--- config.mk ---
export PLATFORM = sky130hd
export DESIGN_NAME = boot_loader
export DESIGN_NICKNAME = d
export VERILOG_FILES = /design/src/rtl/boot_pkg.sv /design/src/rtl/boot_addr_ctr.sv /design/src/rtl/boot_fb_sel.sv /design/src/rtl/boot_loader.sv
export SDC_FILE = /design/constraint.sdc
export NUM_CORES = 1
export LEC_CHECK = 0
export BUFFER_PORTS_ARGS = -buffer_cell sky130_fd_sc_hd__buf_2
export CAP_MARGIN = 20
export CORE_MARGIN = 2
export CORE_UTILIZATION = 46
export DETAILED_ROUTE_END_ITERATION = 8
export PLACE_DENSITY_LB_ADDON = 0.25
export SYNTH_ARGS = -nofsm -noshare
export SYNTH_HDL_FRONTEND = slang
export SYNTH_SLANG_ARGS = --single-unit
--- constraint.sdc ---
create_clock -name clk -period 1.76 [get_ports clk]
set_input_delay 0.528 -clock clk [delete_from_list [all_inputs] [get_ports clk]]
set_output_delay 0.528 -clock clk [all_outputs]
set_load 0.01 [all_outputs]
--- src/rtl/boot_pkg.sv ---
package boot_pkg;
  typedef enum logic [2:0] {
    ST_BOOT,
    ST_FETCH,
    ST_STRB,
    ST_REL,
    ST_DONE
  } boot_st_t;
endpackage

--- src/rtl/boot_addr_ctr.sv ---
// Device and page-offset counters; steps over the unused middle of a page.
module boot_addr_ctr #(
  parameter int DEV_W  = 4,
  parameter int OFF_W  = 7,
  parameter int CTRL_N = 9,
  parameter int COEF_N = 64
) (
  input  logic             clk,
  input  logic             rst,
  input  logic             step,
  input  logic [DEV_W-1:0] dev_last,
  output logic [DEV_W-1:0] dev,
  output logic [OFF_W-1:0] off,
  output logic             at_end
);
  localparam int PAGE    = 1 << OFF_W;
  localparam int SKIP_TO = PAGE - COEF_N;

  logic page_end;
  assign page_end = (off == OFF_W'(PAGE - 1));
  assign at_end   = page_end && (dev == dev_last);

  always_ff @(posedge clk) begin
    if (rst) begin
      dev <= '0;
      off <= '0;
    end else if (step && !at_end) begin
      if (off == OFF_W'(CTRL_N - 1)) begin
        off <= OFF_W'(SKIP_TO);
      end else if (page_end) begin
        off <= '0;
        dev <= dev + 1'b1;
      end else begin
        off <= off + 1'b1;
      end
    end
  end
endmodule

--- src/rtl/boot_fb_sel.sv ---
// Chooses the strobe feedback: internal loop for a lone device, else chain return.
module boot_fb_sel (
  input  logic clk,
  input  logic rst,
  input  logic single,
  input  logic strobe,
  input  logic fb_ext,
  output logic fb
);
  logic loop_q;

  always_ff @(posedge clk) begin
    if (rst) loop_q <= 1'b0;
    else     loop_q <= strobe;
  end

  assign fb = single ? loop_q : fb_ext;
endmodule

--- src/rtl/boot_loader.sv ---
module boot_loader #(
  parameter int DEV_W    = 4,
  parameter int OFF_W    = 7,
  parameter int CTRL_N   = 9,
  parameter int COEF_N   = 64,
  parameter int DATA_W   = 8,
  parameter int ROM_WAIT = 2
) (
  input  logic                   clk,
  input  logic                   rst,
  input  logic                   single_i,
  input  logic [DEV_W-1:0]       dev_last_i,
  input  logic                   fb_i,
  input  logic [DATA_W-1:0]      rom_data_i,
  output logic [DEV_W+OFF_W-1:0] rom_addr_o,
  output logic                   prog_o,
  output logic                   strobe_o,
  output logic                   rw_o,
  output logic [DEV_W-1:0]       bus_dev_o,
  output logic [$clog2(CTRL_N+COEF_N)-1:0] bus_addr_o,
  output logic [DATA_W-1:0]      bus_data_o,
  output logic                   done_o
);
  import boot_pkg::*;

  localparam int PAGE   = 1 << OFF_W;
  localparam int GAP    = PAGE - COEF_N - CTRL_N;
  localparam int REG_W  = $clog2(CTRL_N + COEF_N);
  localparam int WAIT_W = $clog2(ROM_WAIT + 1);

  boot_st_t          st;
  logic [WAIT_W-1:0] wcnt;
  logic [DEV_W-1:0]  dev;
  logic [OFF_W-1:0]  off;
  logic              at_end;
  logic              fb;
  logic              step;
  logic [REG_W-1:0]  reg_idx;

  assign step = (st == ST_REL) && !fb;

  boot_addr_ctr #(
    .DEV_W(DEV_W), .OFF_W(OFF_W), .CTRL_N(CTRL_N), .COEF_N(COEF_N)
  ) u_ctr (
    .clk(clk), .rst(rst), .step(step), .dev_last(dev_last_i),
    .dev(dev), .off(off), .at_end(at_end)
  );

  boot_fb_sel u_fb (
    .clk(clk), .rst(rst), .single(single_i), .strobe(strobe_o),
    .fb_ext(fb_i), .fb(fb)
  );

  always_comb begin
    if (off < OFF_W'(CTRL_N)) reg_idx = REG_W'(off);
    else                      reg_idx = REG_W'(off - OFF_W'(GAP));
  end

  assign rom_addr_o = {dev, off};
  assign bus_dev_o  = dev;
  assign rw_o       = 1'b0;

  always_ff @(posedge clk) begin
    if (rst) begin
      st         <= ST_BOOT;
      wcnt       <= '0;
      prog_o     <= 1'b0;
      strobe_o   <= 1'b0;
      done_o     <= 1'b0;
      bus_addr_o <= '0;
      bus_data_o <= '0;
    end else begin
      case (st)
        ST_BOOT: begin
          prog_o <= 1'b1;
          wcnt   <= '0;
          st     <= ST_FETCH;
        end
        ST_FETCH: begin
          if (wcnt == WAIT_W'(ROM_WAIT - 1)) begin
            bus_data_o <= rom_data_i;
            bus_addr_o <= reg_idx;
            strobe_o   <= 1'b1;
            wcnt       <= '0;
            st         <= ST_STRB;
          end else begin
            wcnt <= wcnt + 1'b1;
          end
        end
        ST_STRB: begin
          if (fb) begin
            strobe_o <= 1'b0;
            st       <= ST_REL;
          end
        end
        ST_REL: begin
          if (!fb) begin
            if (at_end) begin
              prog_o <= 1'b0;
              done_o <= 1'b1;
              st     <= ST_DONE;
            end else begin
              st <= ST_FETCH;
            end
          end
        end
        default: st <= ST_DONE;
      endcase
    end
  end
endmodule

==> metrics, run 1 <==
Pwr Density=between 700 and 800 nW/µm²; Final HPWL DP=between 2000 and 3000 µm; RSZ-0062 raised after global routing=no; CTS root buf=clkbuf_8; most common cell after layout, fill and taps aside=buf_2; endpoints failing setup=0; first-pass GRT wire length=6400 µm; final antenna-violating net count=0; GPL Wtd Cong=roughly 0.85; slack of the worst reg-to-reg path=between 0.1 and 0.15 ns; cells after synthesis=between 200 and 250; post-placement setup slack=-0.202 ns; fmax=around 0.60 GHz; Static Leakage=around 0.96 nW; Synth top area share=about two fifths; I/O pin count=50; Final Instance Area=around 2200 µm²; critical path capture point type=register; top cells by area, synth=dfxtp_1 (40%), a21oi_1 (6.9%), nand2_1 (5.4%); layout cells sized above 1=roughly 37%; crit path max-delay cell type=or4_4; post-synth cell types=50; Synthesized Nets=226; worst-path maximum fanout=3; final wirelength=between 3000 and 4000 µm; outcome=complete, no violations; clock slew at reported path FFs=about 0.070 ns; Port Buffers=48; Seq/Total Area, Yosys=roughly two fifths; Initial Utilization=roughly 48%; GRT Residual Overflow=0; clk_skew=roughly 0.0036 ns; DRC viols=0; Initial DRC Count=89; MaxCap Viol Count=0; DP Cell Count=304; worst hold slack=0.452 ns; DR vias/cell=5.02; TritonCTS buffer count=5; total die area=roughly 4300 µm²; Ys Warns=0; fillcell total=about 340; final setup TNS=0 ns; number of setup buffers added after CTS=0; CP cell instances=ha_4, and4_1, nand3_1, or4_4, a21oi_1, nor2_1; crit start category=register; Mapped Area=1740 µm²; fin nets=282; initial antenna violation count=0; Tcrit/Tclk final=94.2%; Die W=65.5 µm; Mapped Avg Cell Area=8.41 µm²; Hold WC Path Type=register to register; diode count=0; Core Rows=22; WS Path Type=register to register; Post-synth ARST share=0%; pins over their slew limit=0; pin count of the biggest net entering global routing=26; fin cells=about 310; final period demand of the worst path=roughly 1.7 ns; Die Y=~66 µm; Synth area leader=dfxtp_1; Cell Area, Placed=2110 µm²; Area Overhead vs Synth=28.4%; EDFF count, synth=0; detailed-route via count=1566; slowest cell delay on critical path=around 0.52 ns; worst-case clock buffer depth=2; Final Hold Viols=0; Final WS setup=about 0.1 ns; vias in the first global route=around 1400; CTS tree=done; # clock sinks=35; crit path DAT=approximately 1.8 ns; ys flop type=dfxtp_1; drt wl/cell=around 12 µm; CP Data Required Time=between 1.5 and 2 ns; H-tree depth=2; maximum vdd drop=0.451 mV; clk_lat worst skew=~0.29 ns; Seq cells post-synth=35; overall power=between 1.5 and 2 mW; Detailed Routing Iterations Pass 1=4; fin util=about three fifths; gr usage total=approximately a fifth; floorplan core area=roughly 3700 µm²; most frequent cells in the layout=buf_2 (48), dfxtp_1 (33), nand2_1 (25), a21oi_1 (24), buf_4 (21)
[what timing repair did]
item	4_1_cts	5_1_grt
hold buffers	0	0
resized for setup	0	5
endpoints found under the setup margin	0	3
[layer usage]
layer  track usage [%]  share of wire, %  vias to the layer above  wire, µm
met2              30.0                43                       49      1610
met5                 0                 0                        -         0
met3              5.48               6.5                        6       242
li1                  -                 -                      821         -
met1              24.4                48                      690      1800
met4              9.38               1.7                        0        64
[final timing paths]
path,from,to,depth (start not counted)
worst min register to register,bus_addr_o[4],bus_addr_o[4],2
worst min-delay path,bus_addr_o[4],bus_addr_o[4],2
worst max-delay path,u_ctr.off[0],prog_o,6
worst max register to register,u_ctr.off[0],prog_o,6
[synthesized netlist by cell type, types with 2 or more instances]
cell      instances
and2_1            2
xor2_1            3
a22o_1            2
nor3_2            3
o21ai_0           7
nand2_1          25
buf_2             4
nor3_1            7
dfxtp_1          35
nand3_1           8
a21oi_1          24
ha_1              3
xnor2_1           7
or3_1             3
nor3b_1           2
nor4_1            2
nand2b_1          2
and4_1            2
a211oi_1          2
inv_1             5
mux2i_1           3
nor2_1           15
buf_4             6
clkbuf_1          9
[power breakdown]
group          internal (mW)  leakage (nW)  total, mW  switching, mW
Clock                  0.421        0.0581      0.725          0.304
Combinational         0.0630         0.615      0.141         0.0784
Sequential             0.816         0.285      0.832         0.0166
[sequential cells by signal, indices dropped and copies added (netlist names)]
name / count
done_o: 1
u_fb.loop_q: 1
bus_data_o: 8
prog_o: 1
strobe_o: 1
u_ctr.dev: 4
u_ctr.off: 7
st: 3
wcnt: 2
bus_addr_o: 7
[area by class of cell]
class,instances,area (µm²),area share [%]
clock buffer,5,68.8,3.08
clock inverter,3,43.8,1.96
inverter,6,22.5,1.01
multi-input combinational,146,938,42.0
sequential,35,703,31.5
tap,48,60.1,2.69
timing repair buffer,69,398,17.8
[cell families (layout without fill, tap and decap cells)]
family / Yosys count / after routing / synth area share [%]
DFF: 35 / 35 / 40.3
AOI/OAI and AO/OA: 44 / 44 / 15.1
buffers and inverters: 26 / 83 / 7.62
other: 1 / 1 / 0.215
and+or+nand+nor: 84 / 84 / 27.2
adders and majority gates: 3 / 3 / 2.16
muxes: 4 / 4 / 2.37
xor gates and xnor gates: 10 / 10 / 5.03
[worst max-delay path: cells and delay by family (launching register included)]
kind | cells | cell delay (ns)
AO/OA/AOI/OAI | 1 | 0.16
adder cells (fa/ha/maj) | 1 | 0.14
flip-flops | 1 | 0.35
AND/OR/NAND/NOR | 4 | 0.90
No activity file was read; power rests on OpenSTA's default activity.
==> run 2, diff against run 1 <==
Settings changed: CORE_UTILIZATION 46 to 48.
Clock period 1.76 ns to 1.9 ns, I/O delays scaled along.
==> run 2 against run 1 <==
Count of clock-buffer cells in the layout rose by 1. Non-clock buffer count fell by 7. Sequential power fell by 7.5%. Cell count fell by 2.9%. Largest cell class unchanged. Critical path depth did not move. First-iteration DRC count rose by 5.6%. Highest routed layer unchanged. Critical endpoint unchanged. Flip-flop and latch count did not move. Combinational power fell by 5%. Global-route usage fell by 0.21 points. Total power fell by 23%.
==> metrics, run 2 (synthesis results as in run 1) <==
endpoints failing setup=0 (unchanged); largest registers=bus_data_o: 8 flops, bus_addr_o: 7 flops, u_ctr.off: 7 flops (unchanged); fmax=0.570 GHz (was 0.603 GHz); initial antenna violation count=0 (unchanged); Die W=64.2 µm (was 65.5 µm); floorplan core area=3420 µm² (was 3660 µm²); total die area=4120 µm² (was 4290 µm²); fillcell total=334 (was 337); crit path max-delay cell type=or4_4 (unchanged); max reg flops=8 (unchanged); RSZ-0062 raised after global routing=no (unchanged); Final HPWL DP=2790 µm (was 2720 µm); pin count of the biggest net entering global routing=17 (was 26); I/O pin count=50 (unchanged); detailed-route via count=1577 (was 1566); fin util=61.4% (was 61.0%); critical path capture point type=register (unchanged); CP cell instances=ha_1, and4_1, nand3_2, or4_4, a21oi_1, nor2_1 (was ha_4, and4_1, nand3_1, or4_4, a21oi_1, nor2_1); first-pass GRT wire length=6270 µm (was 6400 µm); Buf+Inv Stages, Crit Path=0 (unchanged); most common cell after layout, fill and taps aside=buf_2 (unchanged); Hold WC Path Type=input pin to register (was register to register); Detailed Routing Iterations Pass 1=4 (unchanged); crit path DAT=1.99 ns (was 1.84 ns); hold buffers post-CTS=0 (unchanged); GPL Wtd Cong=0.852 (was 0.853); Initial Utilization=51.0% (was 47.5%); final wirelength=3780 µm (was 3710 µm); GRT Residual Overflow=0 (unchanged); # clock sinks=35 (unchanged); clk_skew=0.00961 ns (was 0.00361 ns); drt wl/cell=12.5 µm (was 11.9 µm); pins over their slew limit=0 (unchanged); maximum vdd drop=0.454 mV (was 0.451 mV); diode count=0 (unchanged); fin nets=275 (was 282); Tcrit/Tclk final=92.3% (was 94.2%); DRC viols=0 (unchanged); Crit path max-delay family=simple AND/OR/NAND/NOR gates (unchanged); H-tree depth=2 (unchanged); clk_lat worst skew=0.35 ns (was 0.29 ns); Biggest register=bus_data_o (unchanged); clock slew at reported path FFs=0.11 ns (was 0.07 ns); Port Buffers=48 (unchanged); number of setup buffers added after CTS=0 (unchanged); Final Hold Viols=0 (unchanged); final period demand of the worst path=1.75 ns (was 1.66 ns); final antenna-violating net count=0 (unchanged); WS Path Type=register to register (unchanged); Initial DRC Count=94 (was 89); Area Overhead vs Synth=20.4% (was 28.4%); Static Leakage=0.896 nW (was 0.958 nW); vias in the first global route=1408 (was 1442); crit start category=register (unchanged); CP Data Required Time=2.14 ns (was 1.94 ns); worst-case clock buffer depth=2 (unchanged); most frequent cells in the layout=buf_2 (48), dfxtp_1 (35), nand2_1 (25), a21oi_1 (24), nor2_1 (15) (was buf_2 (48), dfxtp_1 (33), nand2_1 (25), a21oi_1 (24), buf_4 (21)); worst hold slack=0.444 ns (was 0.452 ns); final setup TNS=0 ns (unchanged); outcome=complete, no violations (unchanged); slowest cell delay on critical path=0.53 ns (was 0.52 ns); gr usage total=19.0% (was 19.2%); Die Y=64.2 µm (was 65.5 µm); layout cells sized above 1=32.3% (was 36.7%); Pwr Density=622 nW/µm² (was 760 nW/µm²); overall power=1.30 mW (was 1.70 mW); CTS tree=done (unchanged); CTS root buf=clkbuf_4 (was clkbuf_8); Core Rows=21 (was 22); DR vias/cell=5.20 (was 5.02); worst-path maximum fanout=4 (was 3); MaxCap Viol Count=0 (unchanged); TritonCTS buffer count=5 (unchanged)
-- run 2: cell types whose count changed in the layout (fill, tap and decap cells not counted), sizes merged --
cell,previous run,this run
clkbuf,5,6
buf,69,62
bufinv,1,0
clkinvlp,0,1
clkinv,2,1
-- run 2: path summary, 6_finish.rpt --
check / from / end / slack, ns / cells past startpoint
max: u_ctr.off[0] / prog_o / 0.15 / 6
min: rom_data_i[4] / bus_data_o[4] / 0.44 / 3
max reg2reg: u_ctr.off[0] / prog_o / 0.15 / 6
min reg2reg: bus_data_o[4] / bus_data_o[4] / 0.46 / 2
-- run 2: worst register-to-register path: stages (launching register included) --
cell     delay [ns]
dfxtp_1        0.35
ha_1           0.17
and4_1         0.24
nand3_2        0.13
or4_4          0.53
a21oi_1        0.19
nor2_1         0.05
-- run 2: cell type report --
cell class	instances	area [µm²]	share of cell area, %
timing repair buffer	62	345	16.5
sequential	35	701	33.4
clock buffer	6	41.3	1.97
clock inverter	2	12.5	0.597
inverter	6	22.5	1.07
tap	46	57.6	2.75
multi-input combinational	146	916	43.7
-- run 2: timing repair --
item / CTS / global route
hold endpoints to repair: 0 / 0
resized for setup: 0 / 2
endpoints found under the setup margin: 0 / 1
-- run 2: power by group --
group	switching [mW]	internal, mW
registers	0.0147	0.755
logic	0.0741	0.0602
clock network	0.256	0.143
total	0.345	0.958
-- run 2: through the flow --
step | cell area, µm² | setup WS (ns) | std cells
after global routing | 2100 | 0.0153 | 303
after floorplan | 1740 | 0.0945 | 207
after detailed placement | 2030 | -0.145 | 295
after global placement | 2030 | -0.109 | 295
final | 2100 | 0.146 | 303
after CTS | 2090 | 0.0560 | 303
-- run 2: per-layer routing --
| metal | global-route usage, % | routed length (µm) |
|---|---|---|
| met5 | 0 | 0 |
| met4 | 5.85 | 36 |
| met3 | 5.28 | 220 |
| met2 | 29.9 | 1680 |
| met1 | 25.3 | 1840 |
